<file path="src/rtl/padtest_pkg.sv">
package padtest_pkg;

   typedef enum logic [1:0] {
      PH_IDLE   = 2'd0,
      PH_STROBE = 2'd1,
      PH_WAIT   = 2'd2,
      PH_CLOCK  = 2'd3
   } cap_phase_e;

   typedef enum logic [1:0] {
      ROLE_PLAIN = 2'd0,
      ROLE_SO    = 2'd1,
      ROLE_SI    = 2'd2
   } pad_role_e;

   function automatic pad_role_e role_of(input int idx, input int so_base,
                                         input int si_base, input int nch);
      if (idx >= so_base && idx < so_base + nch) return ROLE_SO;
      if (idx >= si_base && idx < si_base + nch) return ROLE_SI;
      return ROLE_PLAIN;
   endfunction

endpackage

</file>
<file path="src/rtl/padtest_phase_seq.sv">
module padtest_phase_seq
   import padtest_pkg::*;
(
   input  logic       clk,
   input  logic       rst_n,
   input  logic       start_ok,
   output cap_phase_e phase,
   output logic       seq_inhibit,
   output logic       cap_clk_en,
   output logic       cap_done
);

   cap_phase_e phase_q, phase_d;
   logic       done_q;

   always_comb begin
      phase_d = phase_q;
      unique case (phase_q)
         PH_IDLE:   if (start_ok) phase_d = PH_STROBE;
         PH_STROBE: phase_d = PH_WAIT;
         PH_WAIT:   phase_d = PH_CLOCK;
         PH_CLOCK:  phase_d = PH_IDLE;
         default:   phase_d = PH_IDLE;
      endcase
   end

   always_ff @(posedge clk) begin
      if (!rst_n) begin
         phase_q <= PH_IDLE;
         done_q  <= 1'b0;
      end else begin
         phase_q <= phase_d;
         done_q  <= (phase_q == PH_CLOCK);
      end
   end

   assign phase       = phase_q;
   assign seq_inhibit = (phase_q == PH_WAIT) || (phase_q == PH_CLOCK);
   assign cap_clk_en  = (phase_q == PH_CLOCK);
   assign cap_done    = done_q;

endmodule

</file>
<file path="src/rtl/padtest_pad_slice.sv">
module padtest_pad_slice
   import padtest_pkg::*;
#(
   parameter pad_role_e ROLE = ROLE_PLAIN
) (
   input  logic test_mode,
   input  logic shift,
   input  logic force_in,
   input  logic core_oe,
   input  logic core_do,
   input  logic chain_bit,
   output logic pad_oe,
   output logic pad_do
);

   logic shift_oe;
   logic shift_do;

   generate
      if (ROLE == ROLE_SO) begin : g_so
         assign shift_oe = 1'b1;
         assign shift_do = chain_bit;
      end else begin : g_other
         assign shift_oe = 1'b0;
         assign shift_do = core_do;
      end
   endgenerate

   always_comb begin
      if (!test_mode) begin
         pad_oe = core_oe;
         pad_do = core_do;
      end else begin
         pad_do = shift ? shift_do : core_do;
         if (force_in)   pad_oe = 1'b0;
         else if (shift) pad_oe = shift_oe;
         else            pad_oe = core_oe;
      end
   end

endmodule

</file>
<file path="src/rtl/padtest_dir_ctrl.sv">
module padtest_dir_ctrl
   import padtest_pkg::*;
#(
   parameter int NUM_PADS   = 8,
   parameter int NUM_CHAINS = 2,
   parameter int SO_BASE    = 0,
   parameter int SI_BASE    = 4
) (
   input  logic                  clk,
   input  logic                  rst_n,
   input  logic                  test_mode,
   input  logic                  scan_en,
   input  logic                  tri_inhibit,
   input  logic                  cap_start,
   input  logic [NUM_PADS-1:0]   core_oe,
   input  logic [NUM_PADS-1:0]   core_do,
   input  logic [NUM_CHAINS-1:0] chain_so,
   input  logic [NUM_PADS-1:0]   pad_di,
   output logic [NUM_PADS-1:0]   pad_oe,
   output logic [NUM_PADS-1:0]   pad_do,
   output logic [NUM_CHAINS-1:0] chain_si,
   output logic                  cap_clk_en,
   output logic                  cap_done
);

   localparam int SO_LAST = SO_BASE + NUM_CHAINS - 1;
   localparam int SI_LAST = SI_BASE + NUM_CHAINS - 1;

   generate
      if (NUM_CHAINS < 1) begin : g_bad_chains
         $error("NUM_CHAINS must be at least 1");
      end
      if (SO_LAST >= NUM_PADS || SI_LAST >= NUM_PADS) begin : g_bad_range
         $error("scan port pads exceed NUM_PADS");
      end
      if (!(SO_LAST < SI_BASE || SI_LAST < SO_BASE)) begin : g_bad_overlap
         $error("scan-out and scan-in pad ranges overlap");
      end
   endgenerate

   cap_phase_e phase;
   logic       seq_inhibit;
   logic       force_in;

   padtest_phase_seq u_seq (
      .clk         (clk),
      .rst_n       (rst_n),
      .start_ok    (cap_start & test_mode),
      .phase       (phase),
      .seq_inhibit (seq_inhibit),
      .cap_clk_en  (cap_clk_en),
      .cap_done    (cap_done)
   );

   assign force_in = tri_inhibit | seq_inhibit;

   generate
      for (genvar i = 0; i < NUM_PADS; i++) begin : g_pad
         localparam pad_role_e R = role_of(i, SO_BASE, SI_BASE, NUM_CHAINS);
         if (R == ROLE_SO) begin : g_so
            padtest_pad_slice #(.ROLE(R)) u_slice (
               .test_mode (test_mode),
               .shift     (scan_en),
               .force_in  (force_in),
               .core_oe   (core_oe[i]),
               .core_do   (core_do[i]),
               .chain_bit (chain_so[i-SO_BASE]),
               .pad_oe    (pad_oe[i]),
               .pad_do    (pad_do[i])
            );
         end else begin : g_nso
            padtest_pad_slice #(.ROLE(R)) u_slice (
               .test_mode (test_mode),
               .shift     (scan_en),
               .force_in  (force_in),
               .core_oe   (core_oe[i]),
               .core_do   (core_do[i]),
               .chain_bit (1'b0),
               .pad_oe    (pad_oe[i]),
               .pad_do    (pad_do[i])
            );
         end
      end
      for (genvar k = 0; k < NUM_CHAINS; k++) begin : g_tap
         assign chain_si[k] = pad_di[SI_BASE+k];
      end
   endgenerate

   logic unused_phase;
   assign unused_phase = ^phase;

endmodule

</file>
<file path="config.mk">
export PLATFORM = sky130hd
export DESIGN_NAME = padtest_dir_ctrl
export DESIGN_NICKNAME = d
export VERILOG_FILES = /design/src/rtl/padtest_pkg.sv /design/src/rtl/padtest_phase_seq.sv /design/src/rtl/padtest_pad_slice.sv /design/src/rtl/padtest_dir_ctrl.sv
export SDC_FILE = /design/constraint.sdc
export NUM_CORES = 1
export LEC_CHECK = 0
export BUFFER_PORTS_ARGS = -buffer_cell sky130_fd_sc_hd__buf_2
export CAP_MARGIN = 20
export CORE_MARGIN = 2
export CORE_UTILIZATION = 25
export DETAILED_ROUTE_END_ITERATION = 12
export HOLD_SLACK_MARGIN = 0.02
export MAX_ROUTING_LAYER = met4
export PLACE_DENSITY = 0.64
export SLEW_MARGIN = 10
export SYNTH_ARGS = -nofsm -noshare
export SYNTH_HDL_FRONTEND = slang
export SYNTH_SLANG_ARGS = --single-unit
</file>
<file path="constraint.sdc">
create_clock -name clk -period 2.5 [get_ports clk]
set_input_delay 0.5 -clock clk [delete_from_list [all_inputs] [get_ports clk]]
set_output_delay 0.5 -clock clk [all_outputs]
set_load 0.02 [all_outputs]
</file>
==> results of run 1 <==
[layer usage]
layer,vias to the layer above,global-route usage [%]
met4,0,6.06
li1,170,-
met3,0,6.94
met5,-,-
met2,21,13.2
met1,140,5.37
[cells in the final DEF (no fill, tap or decap)]
master	netlist	final
a21boi_0	1	1
and2_1	7	7
and2_2	1	1
buf_2	0	29
clkbuf_1	0	1
clkbuf_4	0	3
dfxtp_1	3	3
ha_1	4	4
inv_1	2	2
mux2_2	2	2
mux2i_1	2	2
nand2_1	3	3
o21a_1	2	2
o21ai_0	1	1
o31ai_1	1	1
o41ai_2	1	1
[worst min-delay path, stage by stage, from the launching register on]
cell and delay [ps]:
dfxtp_1 320, nand2_1 60, mux2i_1 60
[registers in the layout (all words and copies together) (netlist names)]
signal,cells
u_seq.phase,2
u_seq.cap_done,1
[final cells by class]
cell class                 count  share of cell area [%]
multi-input combinational     25                    44.4
inverter                       2                    1.61
clock buffer                   4                    5.65
timing repair buffer          29                    31.2
sequential                     3                    12.9
tap                           16                    4.30
[stage by stage]
step	area [um^2]	hold WS (ps)	std cells	util, %	setup slack, ps
6_report	465	495	79	30.5	285
4_1_cts	465	502	79	30.5	258
3_3_place_gp	439	473	75	28.8	563
3_5_place_dp	439	497	75	28.8	525
2_1_floorplan	409	456	48	-	663
5_1_grt	465	536	79	30.5	133
[logic make-up (layout without fill, tap and decap cells)]
kind of cell / after synthesis / count (layout) / synth area share, %
multiplexers: 4 / 4 / 10.4
buffers and inverters: 20 / 35 / 34.9
flip-flops: 3 / 3 / 14.7
AND/OR/NAND/NOR: 11 / 11 / 15.3
AO/OA/AOI/OAI: 6 / 6 / 12.5
adder cells (fa/ha/maj): 4 / 4 / 12.2
[worst max path at each step]
stage                    from         to
3_3_place_gp          scan_en  pad_oe[3]
6_report       u_seq.phase[0]  pad_oe[7]
2_1_floorplan  u_seq.phase[0]  pad_oe[2]
3_5_place_dp   u_seq.phase[0]  pad_oe[7]
5_1_grt        u_seq.phase[0]  pad_oe[7]
4_1_cts        u_seq.phase[0]  pad_oe[7]
[where the power goes]
| group | switching [W] | internal, W |
|---|---|---|
| logic | 0.0000920 | 0.0000752 |
| clock network | 0.0000259 | 0.0000599 |
| registers | 0.0000136 | 0.0000653 |
==> impl_metrics.env, run 1 <==
export IMPL_status="finished, final reports clean"
export IMPL_fmax_mhz=451
export IMPL_finalSetupTns_ps=0
export IMPL_cts_max_level=1
export IMPL_r2r_cells=4
export IMPL_cts_repair_resized=0
export IMPL_insertion_delay_ps=230
export IMPL_ios=52
export IMPL_final_layout_size_suffix_gt1_share_pct=57.1
export IMPL_cts_hold_buf=0
export IMPL_routed_wl_um=759
export IMPL_dp_hpwl_um=653
export IMPL_total_power_w=0.000332
export IMPL_grt_ovfl_total=0
export IMPL_maxCapViolCount=0
export IMPL_syn_to_final_growth_pct=13.8
export IMPL_yosysMostFrequentCell="buf_4"
export IMPL_crit_chain="inv_1 > ha_1 > o41ai_2 > and2_1 > buf_2"
export IMPL_synth_top_cell_by_area="buf_4"
export IMPL_cp_slowest_cell="o41ai_2"
export IMPL_clk_pin_slew_ps=40
export IMPL_wire_per_inst_um=9.61
export IMPL_cp_top_family="compound AO/OA/AOI/OAI gates"
export IMPL_wl_met2_um=390
export IMPL_synth_top_area_share_pct=33.0
export IMPL_drt_first_pass_iters=1
export IMPL_required_ps=2000
export IMPL_period_share_pct=88.6
export IMPL_ys_ff_latch=3
export IMPL_synth_edff_count=0
export IMPL_port_buffer_count=29
export IMPL_finClkSkew_ps=5.30
export IMPL_drt_initial_drc_count=0
export IMPL_holdCritStartpoint="u_seq.phase[0]"
export IMPL_ys_types=14
export IMPL_synth_cells=48
export IMPL_die_w_um=44.5
export IMPL_crit_type="reg -> out"
export IMPL_worstSetupStartpointType="flop"
export IMPL_grt_pass1_wl_mm=1.04
export IMPL_coreArea_um2=1520
export IMPL_hold_viol=0
export IMPL_ys_seq_area_share_pct=14.7
export IMPL_vias=331
export IMPL_maxSlewHeadroom_pct=69.6
export IMPL_cp_num_cells=5
export IMPL_initial_core_util_pct=26.8
export IMPL_ir_drop_v=0.000238
export IMPL_synth_top_flop_cell="dfxtp_1"
export IMPL_grt_max_degree=7
export IMPL_critPathArrivalTime_ps=1720
export IMPL_tightest_slew_ps=451
export IMPL_rows=14
export IMPL_p_leak_nw=0.257
export IMPL_clockRootBuffer="clkbuf_4"
export IMPL_rsz0062_at_grt="false"
export IMPL_min_path_type="reg -> reg"
export IMPL_nets=100
export IMPL_clock_path_buffers=2
export IMPL_syn_nets=84
export IMPL_drtAntennaViolNets=0
export IMPL_synth_area_top_cells="buf_4 33%, dfxtp_1 15%, ha_1 12%, and2_1 11%, mux2_2 5.5%"
export IMPL_cts_tree="built"
export IMPL_antenna_found_initial=0
export IMPL_synth_common_cells="18 x buf_4, 7 x and2_1, 4 x ha_1"
export IMPL_syn_area_um2=409
export IMPL_multi_input_area_um2=206
export IMPL_grtUsageTotal_pct=8.10
export IMPL_met3_length_um=99
export IMPL_drt_met1_wl_um=268
export IMPL_setup_viol=0
export IMPL_path_max_fanout=6
export IMPL_path_buf_inv=2
export IMPL_viasPerCell=4.19
export IMPL_grt_pass1_vias=283
export IMPL_r2r_start="u_seq.phase[0]"
export IMPL_regArea_um2=60.1
export IMPL_clock_sinks=3
export IMPL_yosysWarnings=0
export IMPL_cts_buffers=3
export IMPL_synth_area_per_cell_um2=8.52
export IMPL_top_layer="met3"
export IMPL_n_antenna_cell=0
export IMPL_end_kind="primary output"
export IMPL_slowest_delay_ps=460
export IMPL_dieArea_um2=1980
export IMPL_die_y_um=44.5
export IMPL_drc_errors=0
export IMPL_worstHoldEndpoint="u_seq.phase[0]"
export IMPL_min_period_ps=2220
export IMPL_p_per_area_nw_per_um2=713
export IMPL_timing_rr_end="u_seq.phase[0]"
export IMPL_final_max_slew_viol_count=0
export IMPL_regToRegSetupSlack_ps=1250
export IMPL_synth_async_reset_ratio_pct=0
export IMPL_hold_depth=2
export IMPL_fillers=162
export IMPL_post_cts_buffers=0
export IMPL_place_congestion=0.657
Note: power is estimated with default switching activity, not from simulation.
==> run 2, diff against run 1 <==
- REMOVE_ABC_BUFFERS: not set -> 1
==> run 2 against run 1 <==
  * Clock power is 2% lower
  * Total power shrank 1.6%
  * Global-route usage increased by 1.3 points
  * Via count rose by 3.6%
  * Largest power group unchanged
==> impl_metrics.env, run 2 (synthesis gave the netlist of run 1 again) <==
export IMPL_setup_viol=0
export IMPL_insertion_delay_ps=230
export IMPL_r2r_cells=4
export IMPL_final_layout_size_suffix_gt1_share_pct=57.1
export IMPL_min_path_type="reg -> reg"
export IMPL_cts_max_level=1
export IMPL_crit_type="reg -> out"
export IMPL_worstSetupStartpointType="flop"
export IMPL_ios=52
export IMPL_finClkSkew_ps=0.865
export IMPL_wire_per_inst_um=10.5
export IMPL_rows=14
export IMPL_fmax_mhz=460
export IMPL_critPathArrivalTime_ps=1670
export IMPL_maxCapViolCount=0
export IMPL_hold_depth=2
export IMPL_holdCritStartpoint="u_seq.phase[0]"
export IMPL_viasPerCell=4.34
export IMPL_final_cell_mix="29 x buf_2, 7 x and2_1, 4 x ha_1"
export IMPL_dp_slack_ps=542
export IMPL_largest_reg_flops=2
export IMPL_n_antenna_cell=0
export IMPL_routed_wl_um=830
export IMPL_timing_rr_end="u_seq.phase[0]"
export IMPL_path_max_fanout=6
export IMPL_grt_pass1_wl_mm=1.24
export IMPL_min_period_ps=2170
export IMPL_fin_util_pct=30.5
export IMPL_drt_met1_wl_um=304
export IMPL_tightest_slew_ps=418
export IMPL_clockRootBuffer="clkbuf_4"
export IMPL_coreArea_um2=1520
export IMPL_r2r_start="u_seq.phase[0]"
export IMPL_end_kind="primary output"
export IMPL_cts_buffers=3
export IMPL_syn_to_final_growth_pct=13.8
export IMPL_die_w_um=44.5
export IMPL_fin_ws_ps=327
export IMPL_met3_length_um=158
export IMPL_fin_area_um2=465
export IMPL_worstHoldEndpoint="u_seq.phase[0]"
export IMPL_antenna_found_initial=0
export IMPL_drt_initial_drc_count=0
export IMPL_grt_ovfl_total=0
export IMPL_grt_pass1_vias=299
export IMPL_period_share_pct=86.9
export IMPL_ir_drop_v=0.000298
export IMPL_initial_core_util_pct=26.8
export IMPL_place_congestion=0.600
export IMPL_p_per_area_nw_per_um2=701
export IMPL_cts_tree="built"
export IMPL_required_ps=2000
export IMPL_die_y_um=44.5
export IMPL_wl_met2_um=367
export IMPL_regToRegSetupSlack_ps=1300
export IMPL_finalSetupTns_ps=0
export IMPL_clock_path_buffers=2
export IMPL_cts_hold_buf=0
export IMPL_grtUsageTotal_pct=9.45
export IMPL_clock_sinks=3
export IMPL_vias=343
export IMPL_maxSlewHeadroom_pct=71.8
export IMPL_port_buffer_count=29
export IMPL_drc_errors=0
export IMPL_dieArea_um2=1980
export IMPL_mostFrequentLayoutCell="buf_2"
export IMPL_post_cts_buffers=0
export IMPL_clk_pin_slew_ps=30
export IMPL_status="finished, final reports clean"
export IMPL_p_leak_nw=0.257
export IMPL_nets=100
export IMPL_drtAntennaViolNets=0
export IMPL_hold_viol=0
export IMPL_drt_first_pass_iters=1
export IMPL_cts_repair_resized=0
export IMPL_top_layer="met3"
export IMPL_grt_max_degree=7
export IMPL_rsz0062_at_grt="false"
export IMPL_final_max_slew_viol_count=0
export IMPL_post_dp_cell_area_um2=439
run 2: per-layer routing:
| layer | track usage (%) | vias to the layer above |
|---|---|---|
| met4 | 3.64 | 0 |
| met5 | - | - |
| met2 | 12.4 | 32 |
| li1 | - | 168 |
| met3 | 10.6 | 0 |
| met1 | 8.70 | 143 |
run 2: worst max path at each step:
stage | slack (ps) | end | startpoint
after detailed placement | 540 | pad_oe[6] | u_seq.phase[0]
after CTS | 290 | pad_oe[6] | u_seq.phase[0]
after global placement | 580 | pad_oe[2] | scan_en
final | 330 | pad_oe[6] | u_seq.phase[0]
after global routing | 130 | pad_oe[6] | u_seq.phase[0]
after floorplan | 670 | pad_oe[2] | u_seq.phase[0]
run 2: cell type report:
class,count,area [um^2]
fillers,165,1060
multi-input cells,25,206
clock buffers,4,26.3
well taps,16,20.0
inverters,2,7.51
repair buffers,29,145
flip-flops and latches,3,60.1
run 2: power breakdown:
| group | switching, W | total, W | internal (W) | leakage [nW] |
|---|---|---|---|---|
| clock network | 0.0000241 | 0.0000838 | 0.0000597 | 0.0150 |
| registers | 0.0000134 | 0.0000787 | 0.0000654 | 0.0246 |
| logic | 0.0000898 | 0.000164 | 0.0000741 | 0.218 |
| total | 0.000127 | 0.000326 | 0.000199 | 0.257 |
run 2: metrics by stage:
| step | hold slack [ps] | instances | total power [W] |
|---|---|---|---|
| floorplan | 456 | 30 | 0.000196 |
| global placement | 474 | 75 | 0.000242 |
| detailed placement | 492 | 75 | 0.000248 |
| CTS | 497 | 79 | 0.000336 |
| global route | 512 | 79 | 0.000363 |
| finish | 489 | 79 | 0.000326 |
run 2: worst max-delay path, stage by stage, from the launching register on:
cell and delay [ps]:
dfxtp_1 340, inv_1 80, ha_1 240, o41ai_2 430, and2_1 180, buf_2 160
==> run 3, diff against run 2 <==
- SETUP_SLACK_MARGIN: not set -> 0.4
==> run 3 against run 2 <==
  * Non-clock buffer count stayed put
  * Cell count stayed put
  * Register-to-register slack worse by 40 ps
  * Sequential power is 18% higher
==> impl_metrics.env, run 3 (synthesis gave the netlist of run 1 again) <==
export IMPL_drt_initial_drc_count=1
export IMPL_path_buf_inv=1
export IMPL_holdCritStartpoint="u_seq.phase[0]"
export IMPL_finClkSkew_ps=1.11
export IMPL_rows=14
export IMPL_period_share_pct=79.4
export IMPL_mostFrequentLayoutCell="buf_2"
export IMPL_final_max_slew_viol_count=0
export IMPL_required_ps=2000
export IMPL_dp_slack_ps=542
export IMPL_crit_type="reg -> out"
export IMPL_ir_drop_v=0.000304
export IMPL_routed_wl_um=880
export IMPL_cp_num_cells=4
export IMPL_post_cts_buffers=0
export IMPL_grt_ovfl_total=0
export IMPL_p_leak_nw=0.259
export IMPL_r2r_start="u_seq.phase[1]"
export IMPL_final_layout_size_suffix_gt1_share_pct=63.5
export IMPL_antenna_found_initial=0
export IMPL_coreArea_um2=1520
export IMPL_crit_chain="ha_4 > o41ai_4 > and2_1 > buf_4"
export IMPL_n_antenna_cell=0
export IMPL_cp_slowest_cell="dfxtp_1"
export IMPL_maxSlewHeadroom_pct=75.3
export IMPL_viasPerCell=4.42
export IMPL_die_w_um=44.5
export IMPL_tightest_slew_ps=367
export IMPL_min_period_ps=1980
export IMPL_hold_slack_ps=500
export IMPL_slowest_delay_ps=370
export IMPL_largest_reg_flops=2
export IMPL_die_y_um=44.5
export IMPL_port_buffer_count=29
export IMPL_initial_core_util_pct=26.8
export IMPL_worstHoldEndpoint="u_seq.phase[0]"
export IMPL_grt_pass1_wl_mm=1.25
export IMPL_status="finished, final reports clean"
export IMPL_fin_util_pct=33.7
export IMPL_min_path_type="reg -> reg"
export IMPL_cp_top_family="flip-flops"
export IMPL_cts_buffers=3
export IMPL_drtAntennaViolNets=0
export IMPL_clock_path_buffers=2
export IMPL_finalSetupTns_ps=0
export IMPL_clock_sinks=3
export IMPL_hold_depth=2
export IMPL_path_max_fanout=6
export IMPL_syn_to_final_growth_pct=25.4
export IMPL_timing_rr_end="u_seq.phase[0]"
export IMPL_cts_hold_buf=0
export IMPL_hold_viol=0
export IMPL_grt_max_degree=7
export IMPL_p_per_area_nw_per_um2=708
export IMPL_wire_per_inst_um=11.1
export IMPL_setup_viol=0
export IMPL_grt_pass1_vias=308
export IMPL_r2r_cells=4
export IMPL_cts_max_level=1
export IMPL_nets=100
export IMPL_maxCapViolCount=0
export IMPL_fmax_mhz=504
export IMPL_drc_errors=0
export IMPL_ios=52
export IMPL_regToRegSetupSlack_ps=1260
export IMPL_clockRootBuffer="clkbuf_4"
export IMPL_critPathArrivalTime_ps=1480
export IMPL_place_congestion=0.600
export IMPL_worstSetupStartpointType="flop"
export IMPL_cts_tree="built"
export IMPL_insertion_delay_ps=230
export IMPL_total_power_w=0.000363
export IMPL_vias=349
export IMPL_clk_pin_slew_ps=30
export IMPL_end_kind="primary output"
export IMPL_final_cell_mix="25 x buf_2, 7 x and2_1, 4 x buf_4"
export IMPL_drt_first_pass_iters=2
export IMPL_grtUsageTotal_pct=9.54
export IMPL_rsz0062_at_grt="false"
export IMPL_dieArea_um2=1980
export IMPL_fin_ws_ps=515
[run 3: changes by cell type in the layout (fill, tap and decap cells not counted), moves of 2 or more]
| cell | delta |
|---|---|
| ha_4 | +2 |
| ha_1 | -2 |
| buf_2 | -4 |
| buf_4 | +4 |
[run 3: worst max path at each step]
stage | from | endpoint | slack, ps
floorplan | u_seq.phase[0] | pad_oe[2] | 670
global placement | scan_en | pad_oe[2] | 580
detailed placement | u_seq.phase[0] | pad_oe[6] | 540
CTS | u_seq.phase[1] | pad_oe[6] | 400
global route | u_seq.phase[1] | pad_oe[6] | 400
finish | u_seq.phase[1] | pad_oe[7] | 520
[run 3: area by class of cell]
cell class	count	area (um^2)
clock buffer	4	26.3
sequential	3	61.3
multi-input combinational	25	243
fill	159	1010
tap	16	20.0
inverter	2	7.51
timing repair buffer	29	155
[run 3: through the flow]
step / area [um^2] / instances
floorplan: 274 / 30
finish: 513 / 79
global placement: 439 / 75
CTS: 477 / 79
detailed placement: 439 / 75
global route: 513 / 79
[run 3: per-layer routing]
layer	part of all wire [%]	up-vias	track usage (%)
li1	-	169	-
met1	36	149	8.45
met2	47	31	12.9
met3	17	0	10.6
met4	0	0	3.64
met5	0	-	-
[run 3: report_power, final]
part / internal, W / switching (W)
combinational: 0.0000884 / 0.0000982
clock: 0.0000597 / 0.0000240
sequential: 0.0000674 / 0.0000257
total: 0.000215 / 0.000148
[run 3: repair_timing]
action | 4_1_cts | 5_1_grt
endpoints found under the setup margin | 6 | 8
gates resized for setup | 1 | 10
pin swaps | 1 | 5
cloned | 0 | 0
[run 3: worst min-delay path, cell delays in order (launching register included)]
cell and delay (ps):
dfxtp_2 330, nand2_1 60, mux2i_1 60
